**config.mk**
```make
export PLATFORM = sky130hd
export DESIGN_NAME = nibgap_ingress
export DESIGN_NICKNAME = d
export VERILOG_FILES = /design/src/rtl/nibgap_pkg.sv /design/src/rtl/nibgap_pos_ctr.sv /design/src/rtl/nibgap_sampler.sv /design/src/rtl/nibgap_ingress.sv
export SDC_FILE = /design/constraint.sdc
export NUM_CORES = 1
export LEC_CHECK = 0
export BUFFER_PORTS_ARGS = -buffer_cell sky130_fd_sc_hd__buf_2
export CAP_MARGIN = 20
export CORE_MARGIN = 4
export CORE_UTILIZATION = 32
export CTS_BUF_LIST = sky130_fd_sc_hd__clkbuf_8
export DETAILED_ROUTE_END_ITERATION = 10
export PLACE_DENSITY_LB_ADDON = 0.15
export SLEW_MARGIN = 10
export SYNTH_ARGS = -nofsm -noshare
export SYNTH_HDL_FRONTEND = slang
export SYNTH_SLANG_ARGS = --single-unit
export TNS_END_PERCENT = 100
```
**constraint.sdc**
```tcl
create_clock -name clk -period 5.85 [get_ports clk]
set_input_delay 0 -clock clk [delete_from_list [all_inputs] [get_ports clk]]
set_output_delay 0 -clock clk [all_outputs]
set_load 0.01 [all_outputs]
```
**src/rtl/nibgap_pkg.sv**
```systemverilog
package nibgap_pkg;
  // Default frame geometry: payload slots per block, blocks per frame,
  // nibble width and the strobe-to-first-bit lead in line clocks.
  localparam int NIB_BITS    = 4;
  localparam int PAY_PER_BLK = 84;
  localparam int BLK_PER_FRM = 56;
  localparam int STROBE_LEAD = 3;
endpackage

```
**src/rtl/nibgap_pos_ctr.sv**
```systemverilog
module nibgap_pos_ctr #(
  parameter int BLK_LEN = 85,
  parameter int BLOCKS  = 56,
  parameter int REF_B   = 82,
  parameter int BW      = 7,
  parameter int KW      = 6
) (
  input  logic          clk,
  input  logic          rst_n,
  input  logic          load_i,
  output logic [BW-1:0] blk_bit_o,
  output logic [KW-1:0] blk_idx_o
);
  logic [BW-1:0] blk_bit_q, blk_bit_d, b_src;
  logic [KW-1:0] blk_idx_q, blk_idx_d, k_src;

  // Next state: a load lands on the slot after the reference slot.
  always_comb begin
    b_src = load_i ? BW'(REF_B) : blk_bit_q;
    k_src = load_i ? KW'(BLOCKS - 1) : blk_idx_q;
    if (b_src == BW'(BLK_LEN - 1)) begin
      blk_bit_d = '0;
      blk_idx_d = (k_src == KW'(BLOCKS - 1)) ? '0 : k_src + KW'(1);
    end else begin
      blk_bit_d = b_src + BW'(1);
      blk_idx_d = k_src;
    end
  end

  always_ff @(posedge clk or negedge rst_n) begin
    if (!rst_n) begin
      blk_bit_q <= '0;
      blk_idx_q <= '0;
    end else begin
      blk_bit_q <= blk_bit_d;
      blk_idx_q <= blk_idx_d;
    end
  end

  assign blk_bit_o = blk_bit_q;
  assign blk_idx_o = blk_idx_q;

  // slot and block indices stay inside the frame geometry
  a_r2_pos_range: assert property (@(posedge clk) disable iff (!rst_n)
    (blk_bit_q < BW'(BLK_LEN)) && (blk_idx_q < KW'(BLOCKS)));

  // the overhead slot is always followed by slot 0 of a block
  a_r2_block_wrap: assert property (@(posedge clk) disable iff (!rst_n)
    (!load_i && blk_bit_q == BW'(BLK_LEN - 1)) |=> (blk_bit_q == '0));
endmodule

```
**src/rtl/nibgap_sampler.sv**
```systemverilog
module nibgap_sampler #(
  parameter int NIB_W    = 4,
  parameter int PAY_BITS = 84,
  parameter int BLK_LEN  = 85,
  parameter int LAG      = 3,
  parameter int BW       = 7
) (
  input  logic             clk,
  input  logic             rst_n,
  input  logic [BW-1:0]    blk_bit_i,
  input  logic             force_strobe_i,
  input  logic [NIB_W-1:0] nib_i,
  output logic             strobe_o,
  output logic             ser_o,
  output logic             vld_o
);
  localparam int SW = (NIB_W > 1) ? $clog2(NIB_W) : 1;

  logic [BW-1:0]    ahead_lag, ahead_one;
  logic             dec_strobe, cap_en;
  logic [SW-1:0]    bit_idx;
  logic [NIB_W-1:0] nib_q, nib_d;

  function automatic logic nib_first(input logic [BW-1:0] slot);
    return (slot < BW'(PAY_BITS)) && ((slot % BW'(NIB_W)) == '0);
  endfunction

  // Look ahead within the block: strobe LAG slots early, capture one early.
  always_comb begin
    ahead_lag = blk_bit_i + BW'(LAG);
    if (ahead_lag >= BW'(BLK_LEN)) ahead_lag = ahead_lag - BW'(BLK_LEN);
    ahead_one = blk_bit_i + BW'(1);
    if (ahead_one >= BW'(BLK_LEN)) ahead_one = ahead_one - BW'(BLK_LEN);
    dec_strobe = nib_first(ahead_lag);
    cap_en     = nib_first(ahead_one);
    nib_d      = cap_en ? nib_i : nib_q;
    bit_idx    = SW'(NIB_W - 1) - SW'(blk_bit_i % BW'(NIB_W));
  end

  always_ff @(posedge clk or negedge rst_n) begin
    if (!rst_n) nib_q <= '0;
    else        nib_q <= nib_d;
  end

  assign strobe_o = dec_strobe | force_strobe_i;
  assign vld_o    = blk_bit_i < BW'(PAY_BITS);
  assign ser_o    = vld_o & nib_q[bit_idx];

  // position-decoded strobes are never back to back
  a_r3_strobe_apart: assert property (@(posedge clk) disable iff (!rst_n)
    dec_strobe |=> !dec_strobe);

  // the held nibble does not change while its bits are shifting out
  a_r5_nibble_steady: assert property (@(posedge clk) disable iff (!rst_n)
    (vld_o && (blk_bit_i % BW'(NIB_W)) != '0) |-> $stable(nib_q));
endmodule

```
**src/rtl/nibgap_ingress.sv**
```systemverilog
module nibgap_ingress
  import nibgap_pkg::*;
#(
  parameter int NIB_W    = NIB_BITS,
  parameter int PAY_BITS = PAY_PER_BLK,
  parameter int BLOCKS   = BLK_PER_FRM,
  parameter int LAG      = STROBE_LEAD
) (
  input  logic             clk,
  input  logic             rst_n,
  input  logic [NIB_W-1:0] tx_nib_i,
  input  logic             frame_ref_i,
  input  logic             misalign_clr_i,
  output logic             nib_strobe_o,
  output logic             ser_data_o,
  output logic             payload_vld_o,
  output logic             frame_start_o,
  output logic             misalign_o
);
  localparam int BLK_LEN = PAY_BITS + 1;
  localparam int BW      = $clog2(BLK_LEN + LAG + 1);
  localparam int KW      = $clog2(BLOCKS + 1);
  localparam int REF_B   = BLK_LEN - LAG;

  logic [BW-1:0] blk_bit;
  logic [KW-1:0] blk_idx;
  logic          ref_q, locked_q, mis_q;
  logic          ref_d, locked_d, mis_d;
  logic          rise, at_ref, load, off_edge;

  always_comb begin
    rise     = frame_ref_i & ~ref_q;
    at_ref   = (blk_bit == BW'(REF_B)) && (blk_idx == KW'(BLOCKS - 1));
    load     = rise & ~at_ref;
    off_edge = load & locked_q;
    ref_d    = frame_ref_i;
    locked_d = locked_q | rise;
    if (off_edge)            mis_d = 1'b1;
    else if (misalign_clr_i) mis_d = 1'b0;
    else                     mis_d = mis_q;
  end

  always_ff @(posedge clk or negedge rst_n) begin
    if (!rst_n) begin
      ref_q    <= 1'b0;
      locked_q <= 1'b0;
      mis_q    <= 1'b0;
    end else begin
      ref_q    <= ref_d;
      locked_q <= locked_d;
      mis_q    <= mis_d;
    end
  end

  nibgap_pos_ctr #(
    .BLK_LEN(BLK_LEN), .BLOCKS(BLOCKS), .REF_B(REF_B), .BW(BW), .KW(KW)
  ) u_pos (
    .clk(clk), .rst_n(rst_n), .load_i(load),
    .blk_bit_o(blk_bit), .blk_idx_o(blk_idx)
  );

  nibgap_sampler #(
    .NIB_W(NIB_W), .PAY_BITS(PAY_BITS), .BLK_LEN(BLK_LEN), .LAG(LAG), .BW(BW)
  ) u_smp (
    .clk(clk), .rst_n(rst_n), .blk_bit_i(blk_bit), .force_strobe_i(rise),
    .nib_i(tx_nib_i), .strobe_o(nib_strobe_o), .ser_o(ser_data_o),
    .vld_o(payload_vld_o)
  );

  assign frame_start_o = (blk_bit == '0) && (blk_idx == '0);
  assign misalign_o    = mis_q;

  // an isolated reference edge leads to frame start three cycles later
  a_r6_ref_to_start: assert property (@(posedge clk) disable iff (!rst_n)
    rise ##1 !rise ##1 !rise |-> ##1 frame_start_o);

  // the flag only rises after an off-position edge while locked
  a_r8_flag_cause: assert property (@(posedge clk) disable iff (!rst_n)
    $rose(misalign_o) |-> $past(rise && locked_q && !at_ref));

  // a clear without a competing off-position edge drops the flag
  a_r9_clear_drops: assert property (@(posedge clk) disable iff (!rst_n)
    (misalign_clr_i && !(rise && locked_q && !at_ref)) |=> !misalign_o);
endmodule

```
==> results of run 1 <==
==> placed cells by master (no fill, tap or decap), drive strengths merged, types with 3 or more instances in the layout <==
cell and instances:
nor2 15, o21ai 16, dfrtp 20, buf 12, or3 3, nand3 6, and2 3, mux2 5
nand2b 4, a21oi 9, and4 3, nor4 4, o21a 3, xnor2 6, inv 12, clkbuf 4
nor3 3, ha 9, dlygate4sd3 7, nor2b 3, and3b 4, nand2 19, xor2 5
==> power groups by stage <==
stage               Combinational [mW]  Sequential [mW]  Clock, mW
floorplan                        0.602            0.225          0
global placement                 0.649            0.312          0
detailed placement               0.638            0.313          0
CTS                              0.646            0.310      0.109
global route                     0.717            0.326      0.113
finish                           0.640            0.310      0.104
==> layer usage <==
layer  GRT usage (%)  vias to the layer above
met5               0                        -
met4            4.98                        0
met3            1.54                        5
met2            20.1                       29
met1            18.3                      718
li1                -                      749
==> sequential cells by signal, summed over array words and instances, names as in the netlist <==
name / count
u_pos.blk_bit_o: 7
u_smp.nib_q: 4
misalign_o: 1
locked_q: 1
ref_q: 1
u_pos.blk_idx_o: 6
==> worst paths after layout <==
| path | end | depth (start not counted) |
|---|---|---|
| hold / removal | u_pos.blk_idx_o[4]$_DFF_PN0_ | 2 |
| hold reg to reg | locked_q$_DFF_PN0_ | 2 |
| min in group clk | ref_q$_DFF_PN0_ | 2 |
| setup reg to reg | u_pos.blk_idx_o[5]$_DFF_PN0_ | 10 |
| setup / recovery | nib_strobe_o | 9 |
| max in group asynchronous | locked_q$_DFF_PN0_ | 2 |
==> kinds of logic after synthesis <==
family,after synthesis,synth area share [%]
xor+xnor,11,5.54
fa+ha+maj,9,6.47
compound gates,52,20.6
flops,20,28.8
mux,8,6.54
simple gates,77,24.4
buf+inv,27,7.69
==> layout make-up <==
class	count	area, µm²
clock buffers	4	55.1
well taps	70	87.6
inverters	12	45.0
multi-input cells	157	1110
flip-flops and latches	20	500
fillers	553	3280
repair buffers	19	130
==> timing repair <==
action,4_1_cts,5_1_grt
hold buffers,7,0
endpoints found under the hold margin,26,0
buffers inserted,0,0
==> metrics by stage <==
| step | instances | hold WS (ns) | power [mW] | area, µm² |
|---|---|---|---|---|
| 3_5_place_dp | 271 | -0.0199 | 0.951 | 1800 |
| 4_1_cts | 282 | 0.231 | 1.06 | 1920 |
| 3_3_place_gp | 271 | -0.0278 | 0.961 | 1800 |
| 2_1_floorplan | 204 | -0.296 | 0.827 | 1740 |
| 6_report | 282 | 0.214 | 1.05 | 1920 |
| 5_1_grt | 282 | 0.270 | 1.16 | 1920 |
==> results_dict.tcl, run 1 <==
set metrics [dict create \
    clkSinkCount 20 \
    die_h_um 81.8 \
    max_slew_margin_pct 51.8 \
    rr_startpoint "u_pos.blk_bit_o[0]$_DFF_PN0_" \
    row_count 26 \
    period_needed_ns 3.38 \
    grt_setup_unrepaired "false" \
    viasPerCell 5.32 \
    clockRootBuffer "clkbuf_8" \
    outcome "completed" \
    wl_met1_um 1960 \
    io_buffers 12 \
    synth_cells 204 \
    clk_latency_ns 0.26 \
    core_um2 5200 \
    synth_area_um2 1740 \
    worstSetupPathType "reg -> out" \
    max_cap_viol_count 0 \
    grt_pass1_vias 1438 \
    dr.pass1.iters 4 \
    die_area_um2 6680 \
    rrSetupSlack_ns 2.57 \
    final_core_util_pct 37.0 \
    wl_met2_um 1770 \
    setup_viol 0 \
    drc 0 \
    cts_resized 0 \
    cp_max_fo 23 \
    die_x_um 81.8 \
    clock_path_buffers 2 \
    grt_max_degree 24 \
    tns_ns 0 \
    cts_tree "done" \
    drt-total-wl_um 3920 \
    ys_async_sr_fraction_pct 100 \
    grt_pass1_wl_um 6800 \
    start_util_pct 33.4 \
    cp-end-kind "output pin" \
    worstMarginPinSlew_ns 0.723 \
    ys_warn_count 0 \
    critPathTopFamily "compound AO/OA/AOI/OAI gates" \
    slowest_delay_ns 0.81 \
    path_buf_inv 2 \
    yosysUniqueCellTypes 56 \
    critPathRequiredTime_ns 5.85 \
    track_usage_pct 13.0 \
    crit_chain "inv_1 -> ha_1 -> and3b_2 -> a211oi_1 -> a311o_1 -> a31o_1 -> a221o_1 -> a31oi_1 -> buf_2" \
    place_congestion 0.752 \
    finalMaxSlewViolations 0 \
    vdd_drop_max_mv 0.210 \
    diodes 0 \
    layout-drive-gt1-share_pct 13.7 \
    finClkSkew_ns 0.00351 \
    synth_edf_count 0 \
    synth_top_area_share_pct 28.8 \
    startpoint "u_pos.blk_bit_o[0]$_DFF_PN0_" \
    gr-total-overflow 0 \
    antenna_found_initial 0 \
    dp_hpwl_um 2820 \
    synth_top_area_cell "dfrtp_1" \
    synth-seq-cells 20 \
    final.period_utilization_pct 57.8 \
    p_int_mw 0.568 \
    ys.flop_type "dfrtp_1" \
    wl_met3_um 119 \
    fmax_mhz 296 \
    hold_viol 0 \
    nNetsFinal 230 \
    first_iter_violations 79 \
    yosysSeqAreaShare_pct 28.8 \
    top_layer "met4" \
    setup_ws_ns 2.47 \
    p_leak_nw 0.832 \
    synth.area.top_cells "dfrtp_1 29%, ha_1 6.5%, o21ai_0 4.6%" \
    areaGrowthSynthToFinish_pct 10.6 \
    detail-route-antenna-nets 0 \
    wl_per_cell_um 13.9 \
    hp-class "in -> async" \
    dpl_worst_slack_ns 2.58 \
    switching_power_mw 0.486 \
    pwr-share-comb_pct 60.7 \
    critPathLaunchType "register" \
    htree_num_levels 1 \
    avgSynthCellArea_um2 8.53 \
    yosysMostFrequentCell "dfrtp_1" \
    numCtsBuffers 3 \
    p_seq_share_pct 29.4 \
    vias 1501 \
    power_density_nw_per_um2 548 \
    path_clk_slew_ns 0.07 \
    cp.arrival_ns 3.38 \
    sw_frac_of_total_pct 46.1 \
    p_clk_share_pct 9.9 \
    cpMaxStageDelayCell "dfrtp_1" \
    synth.top_cells.by_count "20 x dfrtp_1, 19 x nand2_1, 16 x o21ai_0" \
    synthesis.nets 221 \
    num_io_pins 13 \
]
No activity file was read; power rests on OpenSTA's default activity.
==> run 2: changes to the inputs <==
==> constraint.sdc (replaced) <==
create_clock -name clk -period 3.2 [get_ports clk]
set_input_delay 0 -clock clk [delete_from_list [all_inputs] [get_ports clk]]
set_output_delay 0 -clock clk [all_outputs]
set_load 0.01 [all_outputs]
==> run 2 against run 1 <==
- flip-flop and latch count unchanged
- worst hold slack better by 0.012 ns
- non-clock buffer count up 9
- count of clock-buffer cells in the layout unchanged
- combinational power up 110%
- via count up 2.2%
- largest power group unchanged
==> results_dict.tcl, run 2 (same netlist as run 1, synthesis figures left out) <==
set metrics [dict create \
    outcome "completed" \
    post-cts-setup-buffer-count 0 \
    hold_viol 0 \
    viasPerCell 5.27 \
    drc 0 \
    fill_cells 568 \
    areaGrowthSynthToFinish_pct 14.5 \
    grt_pass1_vias 1522 \
    gr-total-overflow 0 \
    setup_ws_ns 0.269 \
    hp-class "in -> async" \
    num_io_pins 13 \
    grt_pass1_wl_um 7250 \
    finalMaxSlewViolations 0 \
    first_iter_violations 79 \
    tns_ns 0 \
    numCtsBuffers 3 \
    detail-route-antenna-nets 0 \
    crit_chain "inv_1 -> ha_1 -> and3b_2 -> a211oi_1 -> a311o_1 -> a31o_1 -> a221o_1 -> a31oi_1 -> buf_2" \
    setup_viol 0 \
    layout-drive-gt1-share_pct 17.2 \
    max_cap_viol_count 0 \
    die_h_um 81.8 \
    period_needed_ns 2.93 \
    row_count 26 \
    max_slew_margin_pct 65.8 \
    final_common_cell "dfrtp_1" \
    cts_tree "done" \
    worstSetupPathType "reg -> out" \
    htree_num_levels 1 \
    cp.arrival_ns 2.93 \
    power_density_nw_per_um2 995 \
    p_leak_nw 0.876 \
    p_total_mw 1.98 \
    ctsHoldBuffers 7 \
    fmax_mhz 341 \
    hold_ws_ns 0.227 \
    nNetsFinal 239 \
    largest_reg_flops 7 \
    antenna_found_initial 0 \
    final.period_utilization_pct 91.6 \
    clockRootBuffer "clkbuf_8" \
    cp-end-kind "output pin" \
    wl_per_cell_um 14.3 \
    cts_resized 0 \
    cp_max_fo 16 \
    critPathLaunchType "register" \
    cpMaxStageDelayCell "dfrtp_1" \
    place_congestion 0.769 \
    clkSinkCount 20 \
    die_x_um 81.8 \
    vias 1534 \
    clk_latency_ns 0.25 \
    start_util_pct 33.4 \
    io_buffers 12 \
    slowest_delay_ns 0.66 \
    diodes 0 \
    dp_hpwl_um 3000 \
    dpl_worst_slack_ns 0.523 \
    dr.pass1.iters 4 \
    worstMarginPinSlew_ns 0.512 \
    track_usage_pct 13.7 \
    final_cell_mix "20 x dfrtp_1, 19 x nand2_1, 16 x o21ai_0" \
    finClkSkew_ns 0.000993 \
    clock_path_buffers 2 \
    grt_setup_unrepaired "false" \
    die_area_um2 6680 \
    path_clk_slew_ns 0.07 \
    critPathRequiredTime_ns 3.20 \
    core_um2 5200 \
    vdd_drop_max_mv 0.415 \
    drt-total-wl_um 4160 \
    grt_max_degree 23 \
]
==> run 2: changes by cell type in the layout (fill, tap and decap cells not counted), sizes merged <==
| cell | delta |
|---|---|
| buf | +9 |
==> run 2: power by group <==
group / internal [mW] / switching, mW / leakage (nW)
Combinational: 0.623 / 0.718 / 0.625
Clock: 0.109 / 0.0771 / 0.0288
Sequential: 0.348 / 0.105 / 0.223
Total: 1.08 / 0.900 / 0.876
==> run 2: final timing paths <==
kind                                              start                            to  slack (ns)  depth (start not counted)
max in group asynchronous                         rst_n        misalign_o$_DFFE_PN0P_        2.65                          2
setup / recovery           u_pos.blk_bit_o[1]$_DFF_PN0_                  nib_strobe_o        0.27                          9
setup reg to reg           u_pos.blk_bit_o[1]$_DFF_PN0_    u_smp.nib_q[2]$_DFFE_PN0P_        0.53                          8
hold / removal                                    rst_n  u_pos.blk_idx_o[0]$_DFF_PN0_        0.23                          2
hold reg to reg                      locked_q$_DFF_PN0_            locked_q$_DFF_PN0_        0.45                          2
min in group clk                            frame_ref_i               ref_q$_DFF_PN0_        0.40                          2
==> run 2: metal layers <==
layer | up-vias | GRT usage (%) | part of all wire, %
met3 | 8 | 1.21 | 3.0
met2 | 25 | 22.4 | 47
met1 | 734 | 19.1 | 49
li1 | 767 | - | -
met5 | - | 0 | 0
met4 | 0 | 4.15 | 1.3
==> run 2: final cells by class <==
cell class / instances / area [µm²] / share of cell area (%)
clock buffer: 4 / 55.1 / 2.76
inverter: 12 / 45.0 / 2.26
multi-input combinational: 157 / 1110 / 55.5
sequential: 20 / 500 / 25.1
tap: 70 / 87.6 / 4.40
timing repair buffer: 28 / 198 / 9.92
==> run 2: through the flow <==
| stage | cells | utilization (%) | cell area [µm²] |
|---|---|---|---|
| 2_1_floorplan | 204 | - | 1740 |
| 3_3_place_gp | 280 | 35.9 | 1870 |
| 3_5_place_dp | 280 | 35.9 | 1870 |
| 4_1_cts | 291 | 38.3 | 1990 |
| 5_1_grt | 291 | 38.3 | 1990 |
| 6_report | 291 | 38.3 | 1990 |
==> run 2: critical path: cells and delay by family, from the launching register on <==
kind / cells / cell delay [ns]
flops: 1 / 0.66
buf+inv: 2 / 0.35
compound gates: 5 / 1.14
simple gates: 1 / 0.28
fa+ha+maj: 1 / 0.24
